==> src/rtl/kms_pkg.sv <==
package kms_pkg;
  typedef enum logic [2:0] {
    ST_IDLE = 3'd0,
    ST_SCAN = 3'd1,
    ST_CMP  = 3'd2,
    ST_HOLD = 3'd3,
    ST_REQ  = 3'd4
  } kms_state_e;
endpackage

==> src/rtl/kms_sync.sv <==
module kms_sync #(
  parameter int W = 5
) (
  input  logic         clk,
  input  logic         rst_n,
  input  logic [W-1:0] d,
  output logic [W-1:0] q
);
  logic [W-1:0] meta_q;

  always_ff @(posedge clk or negedge rst_n) begin
    if (!rst_n) begin
      meta_q <= '0;
      q      <= '0;
    end else begin
      meta_q <= d;
      q      <= meta_q;
    end
  end
endmodule

==> src/rtl/kms_line_drv.sv <==
module kms_line_drv #(
  parameter int ND = 6,
  parameter int SW = 3
) (
  input  logic [1:0]    sleep_code,
  input  logic [1:0]    share_code,
  input  logic          scanning,
  input  logic [SW-1:0] slot,
  output logic [ND-1:0] drive,
  output logic [ND-1:0] shared
);
  for (genvar i = 0; i < ND; i++) begin : g_line
    logic idle_hi;

    always_comb begin
      unique case (sleep_code)
        2'b01:   idle_hi = (i == ND - 1);
        2'b10:   idle_hi = (i >= ND - 2);
        default: idle_hi = 1'b1;
      endcase
    end

    if (i == 0) begin : g_sh0
      assign shared[i] = (share_code != 2'b00);
    end else if (i == 1) begin : g_sh1
      assign shared[i] = share_code[1];
    end else begin : g_shn
      assign shared[i] = 1'b0;
    end

    assign drive[i] = ~shared[i] & (scanning ? (slot == SW'(i)) : idle_hi);
  end
endmodule

==> src/rtl/kms_ctrl.sv <==
module kms_ctrl
  import kms_pkg::*;
#(
  parameter int ND        = 6,
  parameter int NS        = 5,
  parameter int SCAN_LEN  = 384,
  parameter int REQ_DELAY = 800,
  parameter int SW        = 3
) (
  input  logic             clk,
  input  logic             rst_n,
  input  logic [NS-1:0]    sense_s,
  input  logic [ND-1:0]    shared,
  input  logic [1:0]       sleep_code,
  input  logic             rd_done,
  output logic             scanning,
  output logic             in_idle,
  output logic             req_q,
  output logic [SW-1:0]    slot_q,
  output logic [ND*NS-1:0] key_buf,
  output logic             ack_q
);
  localparam int NK       = ND * NS;
  localparam int SLOT_LEN = SCAN_LEN / ND;
  localparam int CYW      = (SLOT_LEN > 1) ? $clog2(SLOT_LEN) : 1;
  localparam int CW       = $clog2(REQ_DELAY + 1);

  kms_state_e    st_q, st_d;
  logic [CW-1:0] cnt_q, cnt_d;
  logic [CYW-1:0] cyc_q, cyc_d;
  logic [SW-1:0] slot_d;
  logic          pass_q, pass_d;
  logic [NK-1:0] a_q, a_d, b_q, b_d;
  logic          ack_cap_q, ack_cap_d;
  logic          req_d;
  logic          buf_ld;
  logic [NS-1:0] row;

  // next-state process
  always_comb begin
    st_d      = st_q;
    cnt_d     = cnt_q;
    cyc_d     = cyc_q;
    slot_d    = slot_q;
    pass_d    = pass_q;
    a_d       = a_q;
    b_d       = b_q;
    ack_cap_d = ack_cap_q;
    req_d     = req_q;
    buf_ld    = 1'b0;
    row       = sense_s & {NS{~shared[slot_q]}};

    unique case (st_q)
      ST_IDLE: begin
        if (|sense_s) begin
          st_d      = ST_SCAN;
          cnt_d     = '0;
          cyc_d     = '0;
          slot_d    = '0;
          pass_d    = 1'b0;
          ack_cap_d = (sleep_code != 2'b00);
        end
      end
      ST_SCAN: begin
        cnt_d = cnt_q + 1'b1;
        if (cyc_q == CYW'(SLOT_LEN - 1)) begin
          cyc_d = '0;
          if (pass_q) b_d[int'(slot_q)*NS +: NS] = row;
          else        a_d[int'(slot_q)*NS +: NS] = row;
          if (slot_q == SW'(ND - 1)) begin
            slot_d = '0;
            pass_d = 1'b1;
            if (pass_q) st_d = ST_CMP;
          end else begin
            slot_d = slot_q + 1'b1;
          end
        end else begin
          cyc_d = cyc_q + 1'b1;
        end
      end
      ST_CMP: begin
        cnt_d = cnt_q + 1'b1;
        if (a_q != b_q) begin
          st_d   = ST_SCAN;
          cnt_d  = '0;
          cyc_d  = '0;
          slot_d = '0;
          pass_d = 1'b0;
        end else if (a_q == '0) begin
          st_d = ST_IDLE;
        end else begin
          st_d = ST_HOLD;
        end
      end
      ST_HOLD: begin
        cnt_d = cnt_q + 1'b1;
        if (cnt_q == CW'(REQ_DELAY - 1)) begin
          st_d   = ST_REQ;
          buf_ld = 1'b1;
          req_d  = 1'b1;
        end
      end
      ST_REQ: begin
        if (rd_done) begin
          st_d   = ST_SCAN;
          cnt_d  = '0;
          cyc_d  = '0;
          slot_d = '0;
          pass_d = 1'b0;
          req_d  = 1'b0;
        end
      end
      default: st_d = ST_IDLE;
    endcase
  end

  // register process
  always_ff @(posedge clk or negedge rst_n) begin
    if (!rst_n) begin
      st_q      <= ST_IDLE;
      cnt_q     <= '0;
      cyc_q     <= '0;
      slot_q    <= '0;
      pass_q    <= 1'b0;
      a_q       <= '0;
      b_q       <= '0;
      ack_cap_q <= 1'b0;
      req_q     <= 1'b0;
      key_buf   <= '0;
      ack_q     <= 1'b0;
    end else begin
      st_q      <= st_d;
      cnt_q     <= cnt_d;
      cyc_q     <= cyc_d;
      slot_q    <= slot_d;
      pass_q    <= pass_d;
      a_q       <= a_d;
      b_q       <= b_d;
      ack_cap_q <= ack_cap_d;
      req_q     <= req_d;
      if (buf_ld) begin
        key_buf <= a_q;
        ack_q   <= ack_cap_q;
      end
    end
  end

  assign scanning = (st_q == ST_SCAN);
  assign in_idle  = (st_q == ST_IDLE);
endmodule

==> src/rtl/keymat_scanner.sv <==
module keymat_scanner #(
  parameter int NUM_DRIVE = 6,
  parameter int NUM_SENSE = 5,
  parameter int SCAN_LEN  = 384,
  parameter int REQ_DELAY = 800
) (
  input  logic                       clk,
  input  logic                       rst_n,
  input  logic [NUM_SENSE-1:0]       sense_in,
  input  logic [1:0]                 sleep_code,
  input  logic [1:0]                 share_code,
  input  logic                       cs_high,
  input  logic                       rd_done,
  output logic [NUM_DRIVE-1:0]       drive_out,
  output logic                       req_n,
  output logic [NUM_DRIVE*NUM_SENSE-1:0] key_data,
  output logic                       sleep_ack
);
  localparam int SW = (NUM_DRIVE > 1) ? $clog2(NUM_DRIVE) : 1;

  logic [NUM_SENSE-1:0] sense_s;
  logic [NUM_DRIVE-1:0] shared_w;
  logic                 scanning_w;
  logic                 idle_w;
  logic                 req_w;
  logic [SW-1:0]        slot_w;

  kms_sync #(.W(NUM_SENSE)) sync_i (
    .clk   (clk),
    .rst_n (rst_n),
    .d     (sense_in),
    .q     (sense_s)
  );

  kms_line_drv #(.ND(NUM_DRIVE), .SW(SW)) drv_i (
    .sleep_code (sleep_code),
    .share_code (share_code),
    .scanning   (scanning_w),
    .slot       (slot_w),
    .drive      (drive_out),
    .shared     (shared_w)
  );

  kms_ctrl #(
    .ND        (NUM_DRIVE),
    .NS        (NUM_SENSE),
    .SCAN_LEN  (SCAN_LEN),
    .REQ_DELAY (REQ_DELAY),
    .SW        (SW)
  ) ctrl_i (
    .clk        (clk),
    .rst_n      (rst_n),
    .sense_s    (sense_s),
    .shared     (shared_w),
    .sleep_code (sleep_code),
    .rd_done    (rd_done),
    .scanning   (scanning_w),
    .in_idle    (idle_w),
    .req_q      (req_w),
    .slot_q     (slot_w),
    .key_buf    (key_data),
    .ack_q      (sleep_ack)
  );

  assign req_n = ~(req_w & ~cs_high);
endmodule

==> config.mk <==
export PLATFORM = sky130hd
export DESIGN_NAME = keymat_scanner
export DESIGN_NICKNAME = d
export VERILOG_FILES = /design/src/rtl/kms_pkg.sv /design/src/rtl/kms_sync.sv /design/src/rtl/kms_line_drv.sv /design/src/rtl/kms_ctrl.sv /design/src/rtl/keymat_scanner.sv
export SDC_FILE = /design/constraint.sdc
export NUM_CORES = 1
export LEC_CHECK = 0
export ABC_AREA = 1
export BUFFER_PORTS_ARGS = -buffer_cell sky130_fd_sc_hd__buf_2
export CAP_MARGIN = 5
export CORE_MARGIN = 1
export CORE_UTILIZATION = 28
export CTS_BUF_LIST = sky130_fd_sc_hd__clkbuf_16
export CTS_CLUSTER_SIZE = 24
export DETAILED_ROUTE_END_ITERATION = 10
export MAX_ROUTING_LAYER = met4
export PLACE_DENSITY = 0.49
export SETUP_SLACK_MARGIN = 0.5
export SKIP_CTS_REPAIR_TIMING = 1
export SYNTH_ARGS = -nofsm -noshare
export SYNTH_HDL_FRONTEND = slang
export SYNTH_SLANG_ARGS = --single-unit
==> constraint.sdc <==
create_clock -name clk -period 2.65 [get_ports clk]
set_clock_uncertainty 0.2 [all_clocks]
set_input_delay 0.265 -clock clk [delete_from_list [all_inputs] [get_ports clk]]
set_output_delay 0.265 -clock clk [all_outputs]
set_load 0.05 [all_outputs]
==> flow_summary.rst, run 1 <==
.. list-table::
   :header-rows: 1

   * - Metric
     - Value
   * - Status
     - finished with violations
   * - Violated checks
     - hold timing
   * - Met2 track demand over resource in global routing
     - 23.20%
   * - Register-to-Register Setup Slack
     - roughly 0.56 ns
   * - Most frequent cells in the layout
     - sky130_fd_sc_hd__nand2_1 (277), sky130_fd_sc_hd__dfrtp_1 (123), sky130_fd_sc_hd__inv_1 (98), sky130_fd_sc_hd__o21ai_0 (94), sky130_fd_sc_hd__nor2_1 (67)
   * - Critical path arrival
     - 1.68 ns
   * - Time the final worst path needs with I/O delays and setup
     - 2.146 ns
   * - Relative slew slack
     - 47.63%
   * - Routed via count
     - 5083
   * - Synthesized netlist cell count
     - 804
   * - Number of enable flip-flop cells after synthesis
     - 0
   * - R2R Path End
     - ctrl_i.a_q[22]$_DFFE_PN0P_
   * - Critical Path RT
     - 2.18 ns
   * - Final ANT Viol Nets
     - 0
   * - Simple-gate area share of the yosys netlist
     - about 29%
   * - Skew-Pair Late Insertion Delay
     - about 0.42 ns
   * - Worst Max-Slew Pin Slew
     - 0.7856 ns
   * - Number of global-route vias before repair
     - about 4800
   * - Routability cong.
     - 0.8472
   * - Internal power
     - 4285 uW
   * - Sequential element share of the synthesized area
     - 50.28%
   * - Delay of the slowest critical-path stage
     - 0.44 ns
   * - Startpoint type of the worst setup path
     - flop
   * - Detail-routed net length per standard cell
     - 13.08 um
   * - Setup repair after global routing missed its margin
     - yes
   * - Ys Warns
     - 0
   * - Most common cell after layout, fill and taps aside
     - sky130_fd_sc_hd__nand2_1
   * - Layout Cells excl Fill
     - about 1200
   * - Switching pwr
     - 2435 uW
   * - Number of antenna violations at the first check in global routing
     - 0
   * - Wire length reported by the detailed router
     - 15.45 mm
   * - Leakage power total
     - 0.004282 uW
   * - Largest family of logic cells by synthesized area
     - simple AND/OR/NAND/NOR gates
   * - Mux cell area share after synthesis
     - 0.4190%
   * - Post-detailed-route DRC marker count
     - 0
   * - Worst-case vdd ir drop
     - 959.7 uV
   * - Height of the die
     - 151.7 um
   * - Worst-case reg-to-reg path depth
     - 8
   * - Final Hold Slack
     - -0.01749 ns
   * - Start point of the critical path
     - ctrl_i.slot_q[1]$_DFFE_PN0P_
   * - Setup slack of the critical path after layout
     - 0.5037 ns
   * - Total GRT Usage
     - 14.87%
   * - Signed area change from the synthesized netlist to the final layout
     - 26.68%
   * - Ys async rst share
     - 100.0%
   * - Critical path class
     - reg -> out
   * - Initial Util
     - 28.65%
   * - Filler Cell Count
     - roughly 2400
   * - Initial drt markers
     - ~210
   * - Met3 GRT Util
     - 2.964%
   * - Critical Path End
     - drive_out[0]
   * - Register clock-pin slew on the reported worst setup and hold paths
     - 0.05 ns
   * - Capturing element type of the critical path
     - output pin
   * - CP dominant cell by count
     - sky130_fd_sc_hd__ha_4
   * - Cell Chain, Critical Path
     - inv_4, ha_4, ha_4, o21ai_2, nor3_4, buf_6
   * - Maximum buffer depth of the clock tree
     - 2
   * - Period utilisation layout
     - 80.99%
   * - CTS tree
     - done
   * - Max-slew violation count
     - 0
   * - Slowest cell on the critical path
     - sky130_fd_sc_hd__dfrtp_2
   * - Total standard cell area after synthesis
     - 0.006271 mm^2
   * - Global-route track usage on met1
     - approximately a fifth
   * - I/O Pins
     - 51
   * - HPWL after detailed placement
     - 11.03 mm
   * - Core Footprint
     - 0.02189 mm^2
   * - Count of cell types in the netlist
     - 33
   * - Final antenna diode count
     - 0
   * - Final setup violation count
     - 0
   * - Fmax
     - 465.9 MHz
   * - Maximum number of pins on one net before global-route repair
     - 127
   * - Main flop type after synthesis
     - sky130_fd_sc_hd__dfrtp_1
   * - Port Buffers
     - 50
   * - Grt total ovfl
     - 0
   * - First-pass GRT wire length
     - 25.16 mm
   * - Total instance count after detailed placement
     - 1129
   * - Switching power share of the total
     - 36.24%
   * - X dimension of the die
     - 151.7 um
   * - Sequential share of power
     - 32.4%
   * - Most used routing layer in global routing
     - met2
   * - Fraction of power consumed by the clock network
     - 34.4%
   * - Clock root buffer
     - sky130_fd_sc_hd__clkbuf_16
   * - Nets
     - approximately 910
   * - Post-synthesis share of cell area spent on xor and xnor gates
     - 1.816%
   * - Average vias per placed instance
     - 4.304
   * - Fraction of final layout cells sized beyond drive strength 1
     - 19.42%
   * - Origin of the critical flop-to-flop path
     - ctrl_i.slot_q[0]$_DFFE_PN0P_
   * - Dpl ws
     - 0.2757 ns
   * - Net count of the mapped netlist
     - 829
   * - Final hold viol count
     - 2
   * - Pwr Total
     - 6719 uW
   * - Fraction of the mapped netlist area in compound gates
     - 8.859%
   * - Share of power burned in combinational logic
     - 33.1%
   * - Biggest fanout along the worst timing path
     - 3
   * - H-Tree Depth
     - 4
   * - Hold Path Class
     - in -> reg
   * - Count of maximum capacitance violations
     - 0
   * - Adder and majority cell fraction of the synthesized area
     - about 2.4%
   * - Die Footprint
     - ~0.023 mm^2
   * - CTS Sinks
     - 126
   * - Std cell rows
     - 54
   * - Number of clock buffers inserted by TritonCTS
     - 17
   * - Syn avg cell area
     - about 8 um^2
   * - First-pass iteration count of the detailed router
     - 4
   * - Flops & latches, synth
     - roughly 130
   * - Final setup TNS
     - 0 ns
   * - Power density over cell area
     - 845.9 mW/mm^2
[stage by stage]
| step | util [%] | hold slack, ns | area, um^2 |
|---|---|---|---|
| 2_1_floorplan | - | -0.2306 | 6312 |
| 3_3_place_gp | 31.66 | 0.1382 | 6932 |
| 3_5_place_dp | 31.66 | 0.1347 | 6932 |
| 4_1_cts | 34.31 | -0.2679 | 7510 |
| 5_1_grt | 36.29 | 0.004602 | 7944 |
| 6_report | 36.29 | -0.01749 | 7944 |
[sequential cells by signal, indices dropped and copies added (netlist names), 3 cells and up]
register / flops
ctrl_i.a_q: 30
ctrl_i.b_q: 30
ctrl_i.cnt_q: 10
ctrl_i.cyc_q: 6
ctrl_i.key_buf: 30
ctrl_i.slot_q: 3
ctrl_i.st_q: 3
sync_i.meta_q: 5
sync_i.q: 5
[power by group through the flow]
stage / Sequential, uW / Clock, uW / Combinational [uW]
after global routing: 2190 / 2460 / 2450
after global placement: 2200 / 0 / 1690
after CTS: 2170 / 2380 / 1700
after detailed placement: 2200 / 0 / 1690
after floorplan: 2180 / 0 / 1310
final: 2180 / 2310 / 2230
[kinds of logic (layout without fill, tap and decap cells)]
family	Yosys count	in the layout
AND/OR/NAND/NOR	423	423
adder cells (fa/ha/maj)	12	12
multiplexers	2	2
buffers and inverters	119	216
flip-flops	126	126
AO/OA/AOI/OAI	109	109
XOR/XNOR	13	13
[how the worst min path moves through the flow]
stage                                    start                         end  slack, ns  cells after the start
CTS                                sense_in[4]  sync_i.meta_q[4]$_DFF_PN0_      -0.27                      1
floorplan                                rst_n   ctrl_i.a_q[0]$_DFFE_PN0P_      -0.23                      0
finish                                 rd_done    ctrl_i.req_q$_DFFE_PN0P_      -0.02                      4
detailed placement  sync_i.meta_q[0]$_DFF_PN0_       sync_i.q[0]$_DFF_PN0_       0.13                      0
global route                           rd_done  ctrl_i.st_q[2]$_DFFE_PN0P_      0.005                      4
global placement    sync_i.meta_q[0]$_DFF_PN0_       sync_i.q[0]$_DFF_PN0_       0.14                      0
[cell type report]
cell class | instances | area, um^2 | area share (%)
Tap cell | 280 | 350.3 | 4.410
Sequential cell | 126 | 3157 | 39.74
Clock inverter | 14 | 152.6 | 1.922
Clock buffer | 17 | 425.4 | 5.355
Timing Repair Buffer | 76 | 536.8 | 6.757
Inverter | 109 | 429.2 | 5.402
Multi-Input combinational cell | 559 | 2893 | 36.42
[layer usage]
layer | part of all wire, % | vias up
met5 | 0 | -
met4 | 1.3 | 0
met3 | 3.3 | 14
met2 | 46 | 72
met1 | 49 | 2315
li1 | - | 2682
[worst max-delay path, delay by kind of cell (launching register included)]
family | cells | cell delay (ns)
AOI/OAI and AO/OA | 1 | 0.07
adders and majority gates | 2 | 0.30
buffers and inverters | 2 | 0.27
DFF | 1 | 0.44
and+or+nand+nor | 1 | 0.19
[Yosys cell counts (7+ instances only)]
master	n	area share, %
sky130_fd_sc_hd__o21ai_0	99	7.9
sky130_fd_sc_hd__nor3_1	7	0.56
sky130_fd_sc_hd__dfrtp_1	126	50
sky130_fd_sc_hd__nand2_1	283	17
sky130_fd_sc_hd__nand4_1	11	1.1
sky130_fd_sc_hd__ha_1	12	2.4
sky130_fd_sc_hd__nand3_1	19	1.5
sky130_fd_sc_hd__clkbuf_1	8	0.48
sky130_fd_sc_hd__inv_1	102	6.1
sky130_fd_sc_hd__a21oi_1	7	0.56
sky130_fd_sc_hd__xor2_1	7	0.98
sky130_fd_sc_hd__nand3_2	7	1.1
sky130_fd_sc_hd__nor2_1	76	4.5
(Power assumes the default switching activity.)
==> run 2, diff against run 1 <==
--- a/config.mk
+++ b/config.mk
@@ -14,7 +14,7 @@
 export CTS_CLUSTER_SIZE = 24
 export DETAILED_ROUTE_END_ITERATION = 10
 export MAX_ROUTING_LAYER = met4
-export PLACE_DENSITY = 0.49
+export PLACE_DENSITY = 0.47
 export SETUP_SLACK_MARGIN = 0.5
 export SKIP_CTS_REPAIR_TIMING = 1
 export SYNTH_ARGS = -nofsm -noshare
==> constraint.sdc (replaced) <==
create_clock -name clk -period 2.16 [get_ports clk]
set_clock_uncertainty 0.2 [all_clocks]
set_input_delay 0.216 -clock clk [delete_from_list [all_inputs] [get_ports clk]]
set_output_delay 0.216 -clock clk [all_outputs]
set_load 0.05 [all_outputs]
==> run 2 against run 1 <==
  * The run now ends clean
  * Count of clock-buffer cells in the layout is the same
  * Hold slack gained 0.12 ns
  * Largest power group is now combinational logic
  * Routed wire length grew 14%
==> flow_summary.rst, run 2 (same netlist as run 1, synthesis figures left out) <==
.. list-table::
   :header-rows: 1

   * - Metric
     - Value
   * - Count of maximum capacitance violations
     - 0 (unchanged)
   * - Biggest fanout along the worst timing path
     - 4 (+1)
   * - Skew-Pair Late Insertion Delay
     - 0.43 ns (about the same)
   * - Maximum buffer depth of the clock tree
     - 2 (unchanged)
   * - Final setup violation count
     - 0 (unchanged)
   * - Final ANT Viol Nets
     - 0 (unchanged)
   * - Routability cong.
     - 0.8137 (-4.0%)
   * - Fraction of final layout cells sized beyond drive strength 1
     - 29.47% (+10 points)
   * - CTS Sinks
     - 126 (unchanged)
   * - Cell area reported after detailed placement
     - 0.007211 mm^2 (+4.0%)
   * - Total GRT Usage
     - 15.30% (+0.44 points)
   * - Capturing element type of the critical path
     - output pin
   * - Register area
     - 0.003158 mm^2 (about the same)
   * - Die Footprint
     - 0.02300 mm^2 (unchanged)
   * - Most common cell after layout, fill and taps aside
     - sky130_fd_sc_hd__nand2_1
   * - Detail-routed net length per standard cell
     - 14.12 um (+7.9%)
   * - Pwr Total
     - 9333 uW (+39%)
   * - Register-to-Register Setup Slack
     - 0.10 ns (-0.46 ns)
   * - Layout Cell Area excl Fill
     - 0.008906 mm^2 (+12%)
   * - Multi-input gate area
     - 0.003247 mm^2 (+12%)
   * - CTS tree
     - done
   * - Height of the die
     - 151.7 um (unchanged)
   * - Clock root buffer
     - sky130_fd_sc_hd__clkbuf_16
   * - Power density over cell area
     - 1048 mW/mm^2 (+24%)
   * - Fmax
     - 478.1 MHz
   * - Relative slew slack
     - 66.25% (+19 points)
   * - Number of antenna violations at the first check in global routing
     - 0 (unchanged)
   * - Worst-case vdd ir drop
     - 1274 uV (+33%)
   * - Registers with the most flip-flops
     - ctrl_i.a_q (30), ctrl_i.b_q (30), ctrl_i.key_buf (30)
   * - I/O Pins
     - 51 (unchanged)
   * - Grt total ovfl
     - 0 (unchanged)
   * - X dimension of the die
     - 151.7 um (unchanged)
   * - Core Footprint
     - 0.02189 mm^2 (unchanged)
   * - Status
     - completed
   * - Critical Path RT
     - 1.74 ns (-0.44 ns)
   * - Std cell rows
     - 54 (unchanged)
   * - Critical path class
     - reg -> out
   * - First-pass GRT wire length
     - 25.56 mm (+1.6%)
   * - First-pass iteration count of the detailed router
     - 4 (unchanged)
   * - Post-detailed-route DRC marker count
     - 0 (unchanged)
   * - Critical path arrival
     - 1.68 ns (about the same)
   * - Initial Util
     - 28.65% (unchanged)
   * - Origin of the critical flop-to-flop path
     - ctrl_i.slot_q[1]$_DFFE_PN0P_
   * - Setup repair after global routing missed its margin
     - yes
   * - Number of clock buffers inserted by TritonCTS
     - 17 (unchanged)
   * - Average vias per placed instance
     - 4.400 (+2.2%)
   * - Startpoint type of the worst setup path
     - flop
   * - Worst-case reg-to-reg path depth
     - 9 (+1)
   * - Leakage power total
     - 0.004726 uW (+10%)
   * - Initial drt markers
     - 322 (+53%)
   * - Hold Path Class
     - in -> async
   * - R2R Path End
     - ctrl_i.a_q[22]$_DFFE_PN0P_
   * - H-Tree Depth
     - 4 (unchanged)
   * - Worst Max-Slew Pin Slew
     - 0.5023 ns (-0.2833 ns)
   * - Port Buffers
     - 50 (unchanged)
   * - Max-slew violation count
     - 0 (unchanged)
   * - Final antenna diode count
     - 0 (unchanged)
   * - HPWL after detailed placement
     - 11.98 mm (+8.6%)
   * - Wire length reported by the detailed router
     - 17.60 mm (+14%)
   * - Maximum number of pins on one net before global-route repair
     - 50 (-61%)
   * - Filler Cell Count
     - 2247 (-4.9%)
   * - Period utilisation layout
     - 96.84%
   * - Nets
     - 979 (+7.1%)
   * - Register clock-pin slew on the reported worst setup and hold paths
     - 0.06 ns (about the same)
   * - Number of global-route vias before repair
     - 4860 (+0.37%)
   * - Signed area change from the synthesized netlist to the final layout
     - 42.02%
   * - Time the final worst path needs with I/O delays and setup
     - 2.092 ns
   * - Most frequent cells in the layout
     - sky130_fd_sc_hd__nand2_1 (265), sky130_fd_sc_hd__dfrtp_1 (122), sky130_fd_sc_hd__inv_1 (92), sky130_fd_sc_hd__o21ai_0 (73), sky130_fd_sc_hd__buf_4 (63)
   * - Final hold viol count
     - 0 (-2)
   * - Routed via count
     - 5487 (+7.9%)
==> run 2: cell types whose count changed in the layout (fill, tap and decap cells not counted), moves of 5 or more <==
cell                      delta
sky130_fd_sc_hd__buf_4      +46
sky130_fd_sc_hd__buf_6       +9
sky130_fd_sc_hd__inv_1       -6
sky130_fd_sc_hd__nand2_1    -12
sky130_fd_sc_hd__nand2_2     +5
sky130_fd_sc_hd__nand2_4     +7
sky130_fd_sc_hd__nand3_4     +7
sky130_fd_sc_hd__nor2_1     -18
sky130_fd_sc_hd__nor2_2      +7
sky130_fd_sc_hd__nor2_4     +11
sky130_fd_sc_hd__o21ai_0    -21
sky130_fd_sc_hd__o21ai_1    +17
==> run 2: metal layers <==
metal	vias to the layer above	track usage [%]	wire length [um]
li1	2816	-	-
met1	2558	19.91	8259
met2	94	23.61	8532
met3	19	3.743	628
met4	0	4.208	181
met5	-	-	0
==> run 2: through the flow <==
stage	worst slack (ns)	utilization [%]	cells	TNS, ns	hold WS [ns]
3_3_place_gp	0.06777	32.94	1150	0	0.009808
2_1_floorplan	0.1803	-	804	0	-0.2796
6_report	0.06831	40.68	1247	0	0.1046
5_1_grt	0.01325	40.68	1247	0	0.1177
3_5_place_dp	0.07930	32.94	1150	0	0.004644
4_1_cts	-0.1637	35.66	1182	-0.6674	-0.4430
==> run 2: worst max-delay path, stage by stage (launching register included) <==
cell,delay (ns)
sky130_fd_sc_hd__dfrtp_2,0.46
sky130_fd_sc_hd__buf_12,0.15
sky130_fd_sc_hd__ha_2,0.18
sky130_fd_sc_hd__ha_4,0.17
sky130_fd_sc_hd__nor2_4,0.11
sky130_fd_sc_hd__nor2_4,0.05
sky130_fd_sc_hd__buf_6,0.14
==> run 2: how the worst max path moves through the flow <==
stage | start | endpoint | slack (ns) | cells past startpoint
floorplan | ctrl_i.slot_q[0]$_DFFE_PN0P_ | ctrl_i.b_q[3]$_DFFE_PN0P_ | 0.18 | 7
global placement | ctrl_i.slot_q[1]$_DFFE_PN0P_ | ctrl_i.b_q[14]$_DFFE_PN0P_ | 0.07 | 9
detailed placement | ctrl_i.slot_q[1]$_DFFE_PN0P_ | ctrl_i.b_q[10]$_DFFE_PN0P_ | 0.08 | 6
CTS | ctrl_i.slot_q[0]$_DFFE_PN0P_ | drive_out[3] | -0.16 | 6
global route | ctrl_i.slot_q[2]$_DFFE_PN0P_ | ctrl_i.b_q[21]$_DFFE_PN0P_ | 0.01 | 8
finish | ctrl_i.slot_q[1]$_DFFE_PN0P_ | drive_out[3] | 0.07 | 6
==> run 2: layout make-up <==
| type | count | share of cell area, % |
|---|---|---|
| multi-input cells | 562 | 36.46 |
| flip-flops and latches | 126 | 35.46 |
| repair buffers | 138 | 12.56 |
| inverters | 109 | 4.903 |
| clock buffers | 17 | 4.777 |
| well taps | 280 | 3.934 |
| clock inverters | 15 | 1.911 |
==> run 2: power breakdown <==
part	leakage [uW]	switching [uW]	internal [uW]
logic	0.00303	2210	1500
registers	0.00141	155	2520
clock network	0.000284	1140	1810
==> run 3, diff against run 2 <==
--- a/config.mk
+++ b/config.mk
@@ -9,12 +9,12 @@
 export BUFFER_PORTS_ARGS = -buffer_cell sky130_fd_sc_hd__buf_2
 export CAP_MARGIN = 5
 export CORE_MARGIN = 1
-export CORE_UTILIZATION = 28
+export CORE_UTILIZATION = 45
 export CTS_BUF_LIST = sky130_fd_sc_hd__clkbuf_16
 export CTS_CLUSTER_SIZE = 24
 export DETAILED_ROUTE_END_ITERATION = 10
 export MAX_ROUTING_LAYER = met4
-export PLACE_DENSITY = 0.47
+export PLACE_DENSITY = 0.67
 export SETUP_SLACK_MARGIN = 0.5
 export SKIP_CTS_REPAIR_TIMING = 1
 export SYNTH_ARGS = -nofsm -noshare
==> run 3 against run 2 <==
  * The run now ends with setup timing left
  * Sequential power barely moved
  * Utilization up 27 points
  * Count of clock-buffer cells in the layout unchanged
  * Non-clock buffer count rose by 2
  * Flip-flop and latch count is the same
  * Largest cell class unchanged
  * Cell count shrank 8.2%
  * Die area shrank 37%
  * Largest power group unchanged
  * Setup slack got worse by 0.093 ns
  * Routed wire length increased by 3.0%
==> flow_summary.rst, run 3 (same netlist as run 1, synthesis figures left out) <==
.. list-table::
   :header-rows: 1

   * - Metric
     - Value
   * - Dpl ws
     - 0.09476 ns (+0.01545 ns)
   * - Routability cong.
     - 0.8463 (+4.0%)
   * - Number of buffers and inverters on the critical path
     - 4 (+2)
   * - Setup repair after global routing missed its margin
     - yes
   * - CTS Sinks
     - 126 (unchanged)
   * - Max-slew violation count
     - 0 (unchanged)
   * - Sequential share of power
     - 29.4% (+0.7 points)
   * - Delay of the slowest critical-path stage
     - 0.40 ns (-0.06 ns)
   * - Number of global-route vias before repair
     - 4839 (-0.43%)
   * - Time the final worst path needs with I/O delays and setup
     - 2.185 ns (+0.09324 ns)
   * - HPWL after detailed placement
     - 10.33 mm (-14%)
   * - Die Footprint
     - 0.01441 mm^2 (-37%)
   * - Setup slack of the critical path after layout
     - -0.02493 ns (-0.09324 ns)
   * - Routed via count
     - 5829 (+6.2%)
   * - Grt total ovfl
     - 0 (unchanged)
   * - Final ANT Viol Nets
     - 0 (unchanged)
   * - Number of antenna violations at the first check in global routing
     - 0 (unchanged)
   * - Switching pwr
     - 3548 uW (+1.2%)
   * - Std cell rows
     - 42 (-22%)
   * - Power density over cell area
     - 1017 mW/mm^2 (-2.9%)
   * - I/O Pins
     - 51 (unchanged)
   * - Critical Path RT
     - 2.25 ns (+0.51 ns)
   * - Kind of cell adding the most delay to the critical path
     - buffers and inverters
   * - Number of clock buffers inserted by TritonCTS
     - 17 (unchanged)
   * - Internal power
     - 5672 uW (-2.6%)
   * - Port Buffers
     - 50 (unchanged)
   * - Core Footprint
     - 0.01340 mm^2 (-39%)
   * - X dimension of the die
     - 120.1 um (-21%)
   * - Initial Util
     - 46.80% (+18 points)
   * - Period utilisation layout
     - 101.2% (+4.3 points)
   * - Violated checks
     - setup timing
   * - Count of maximum capacitance violations
     - 0 (unchanged)
   * - Critical path arrival
     - 2.27 ns (+0.59 ns)
   * - H-Tree Depth
     - 4 (unchanged)
   * - Slowest cell on the critical path
     - sky130_fd_sc_hd__dfrtp_1
   * - Relative slew slack
     - 69.43% (+3.2 points)
   * - Height of the die
     - 120.1 um (-21%)
   * - Detail-routed net length per standard cell
     - 15.83 um (+12%)
   * - Final setup violation count
     - 4 (+4)
   * - Capturing element type of the critical path
     - flop
   * - Average vias per placed instance
     - 5.091 (+16%)
   * - Final antenna diode count
     - 0 (unchanged)
   * - Fraction of final layout cells sized beyond drive strength 1
     - 36.84% (+7.4 points)
   * - Signed area change from the synthesized netlist to the final layout
     - 44.51%
   * - Clock root buffer
     - sky130_fd_sc_hd__clkbuf_16
   * - Worst Max-Slew Pin Slew
     - 0.4581 ns (-0.04422 ns)
   * - Maximum number of pins on one net before global-route repair
     - 61 (+22%)
   * - Worst-case vdd ir drop
     - 1431 uV (+12%)
   * - Wire length reported by the detailed router
     - 18.13 mm (+3.0%)
   * - Status
     - finished with violations
   * - Utilization of the core after routing
     - 67.63% (+27 points)
   * - Skew-Pair Late Insertion Delay
     - 0.42 ns (about the same)
   * - Fraction of power consumed by the clock network
     - 29.3% (-2.3 points)
   * - First-pass GRT wire length
     - 23.33 mm (-8.7%)
   * - Most frequent cells in the layout
     - sky130_fd_sc_hd__nand2_1 (230), sky130_fd_sc_hd__dfrtp_1 (121), sky130_fd_sc_hd__inv_1 (77), sky130_fd_sc_hd__buf_4 (62), sky130_fd_sc_hd__o21ai_0 (51)
   * - Fmax
     - 457.7 MHz (-4.3%)
   * - Startpoint type of the worst setup path
     - flop
   * - Share of power burned in combinational logic
     - 41.3% (+1.5 points)
   * - Hold Path Class
     - in -> async
   * - Post-detailed-route DRC marker count
     - 0 (unchanged)
   * - Biggest fanout along the worst timing path
     - 10 (+6)
   * - Total GRT Usage
     - 21.64% (+6.3 points)
   * - Nets
     - 982 (+0.31%)
   * - Critical path class
     - reg -> reg
   * - Register clock-pin slew on the reported worst setup and hold paths
     - 0.06 ns (about the same)
   * - Registers with the most flip-flops
     - ctrl_i.a_q (30), ctrl_i.b_q (30), ctrl_i.key_buf (30)
   * - Most common cell after layout, fill and taps aside
     - sky130_fd_sc_hd__nand2_1
   * - Final hold viol count
     - 0 (unchanged)
   * - Leakage power total
     - 0.004797 uW (+1.5%)
   * - Switching power share of the total
     - 38.48% (+0.90 points)
   * - Maximum buffer depth of the clock tree
     - 2 (unchanged)
   * - First-pass iteration count of the detailed router
     - 5 (+1)
   * - Cell Chain, Critical Path
     - buf_4, clkinvlp_4, ha_4, inv_8, nor4_4, buf_6, nand2_8, nand2_1, o21ai_0
   * - CTS tree
     - done
   * - Initial drt markers
     - 421 (+31%)
run 3: cell count changes in the layout (fill, tap and decap cells not counted), sizes merged:
| cell | change |
|---|---|
| clkinvlp | +1 |
| nand3 | +1 |
| clkbuf | +2 |
| clkinv | +1 |
| inv | -2 |
| bufinv | -1 |
run 3: area by class of cell:
class,count,area (um^2)
fill,1024,4338
sequential,126,3159
multi-input combinational,563,3486
clock inverter,14,126.4
inverter,109,447.9
clock buffer,17,425.4
tap,176,220.2
timing repair buffer,140,1197
run 3: final timing paths:
path / to / start / cells after the start / slack, ns
max reg2reg: ctrl_i.a_q[20]$_DFFE_PN0P_ / ctrl_i.slot_q[2]$_DFFE_PN0P_ / 9 / -0.02
min: ctrl_i.key_buf[16]$_DFFE_PN0P_ / rst_n / 2 / 0.001
min reg2reg: sync_i.q[1]$_DFF_PN0_ / sync_i.meta_q[1]$_DFF_PN0_ / 0 / 0.15
max: ctrl_i.a_q[20]$_DFFE_PN0P_ / ctrl_i.slot_q[2]$_DFFE_PN0P_ / 9 / -0.02
min in group clk: ctrl_i.ack_cap_q$_DFFE_PN0P_ / sleep_code[0] / 4 / 0.12
max in group asynchronous: ctrl_i.slot_q[1]$_DFFE_PN0P_ / rst_n / 3 / 1.11
run 3: power by group through the flow:
| stage | combinational [uW] | clock (uW) | sequential, uW |
|---|---|---|---|
| 6_report | 3810 | 2700 | 2710 |
| 5_1_grt | 4040 | 2840 | 2720 |
| 4_1_cts | 2440 | 2730 | 2670 |
| 3_5_place_dp | 2420 | 0 | 2710 |
| 3_3_place_gp | 2420 | 0 | 2710 |
| 2_1_floorplan | 1870 | 0 | 2690 |
run 3: layer usage:
| layer | vias up | GRT usage (%) | wire length (um) |
|---|---|---|---|
| li1 | 2830 | - | - |
| met1 | 2789 | 27.87 | 7684 |
| met2 | 176 | 33.08 | 9143 |
| met3 | 34 | 4.373 | 776 |
| met4 | 0 | 9.453 | 522 |
| met5 | - | - | 0 |
run 3: worst register-to-register path: cells and delay by family, from the launching register on:
kind,cells,cell delay (ns)
and+or+nand+nor,3,0.43
buffers and inverters,4,0.58
DFF,1,0.40
AOI/OAI and AO/OA,1,0.08
adders and majority gates,1,0.38
run 3: through the flow:
stage	hold WS, ns	power (uW)	TNS, ns	cells	cell area [um^2]
floorplan	-0.2796	4555	0	804	6454
global placement	-0.1050	5130	0	1037	7022
global route	0.03388	9607	-0.8529	1145	9062
detailed placement	-0.1089	5131	0	1037	7022
finish	0.001470	9221	-0.07710	1145	9062
CTS	-0.5591	7847	-0.9767	1068	7574
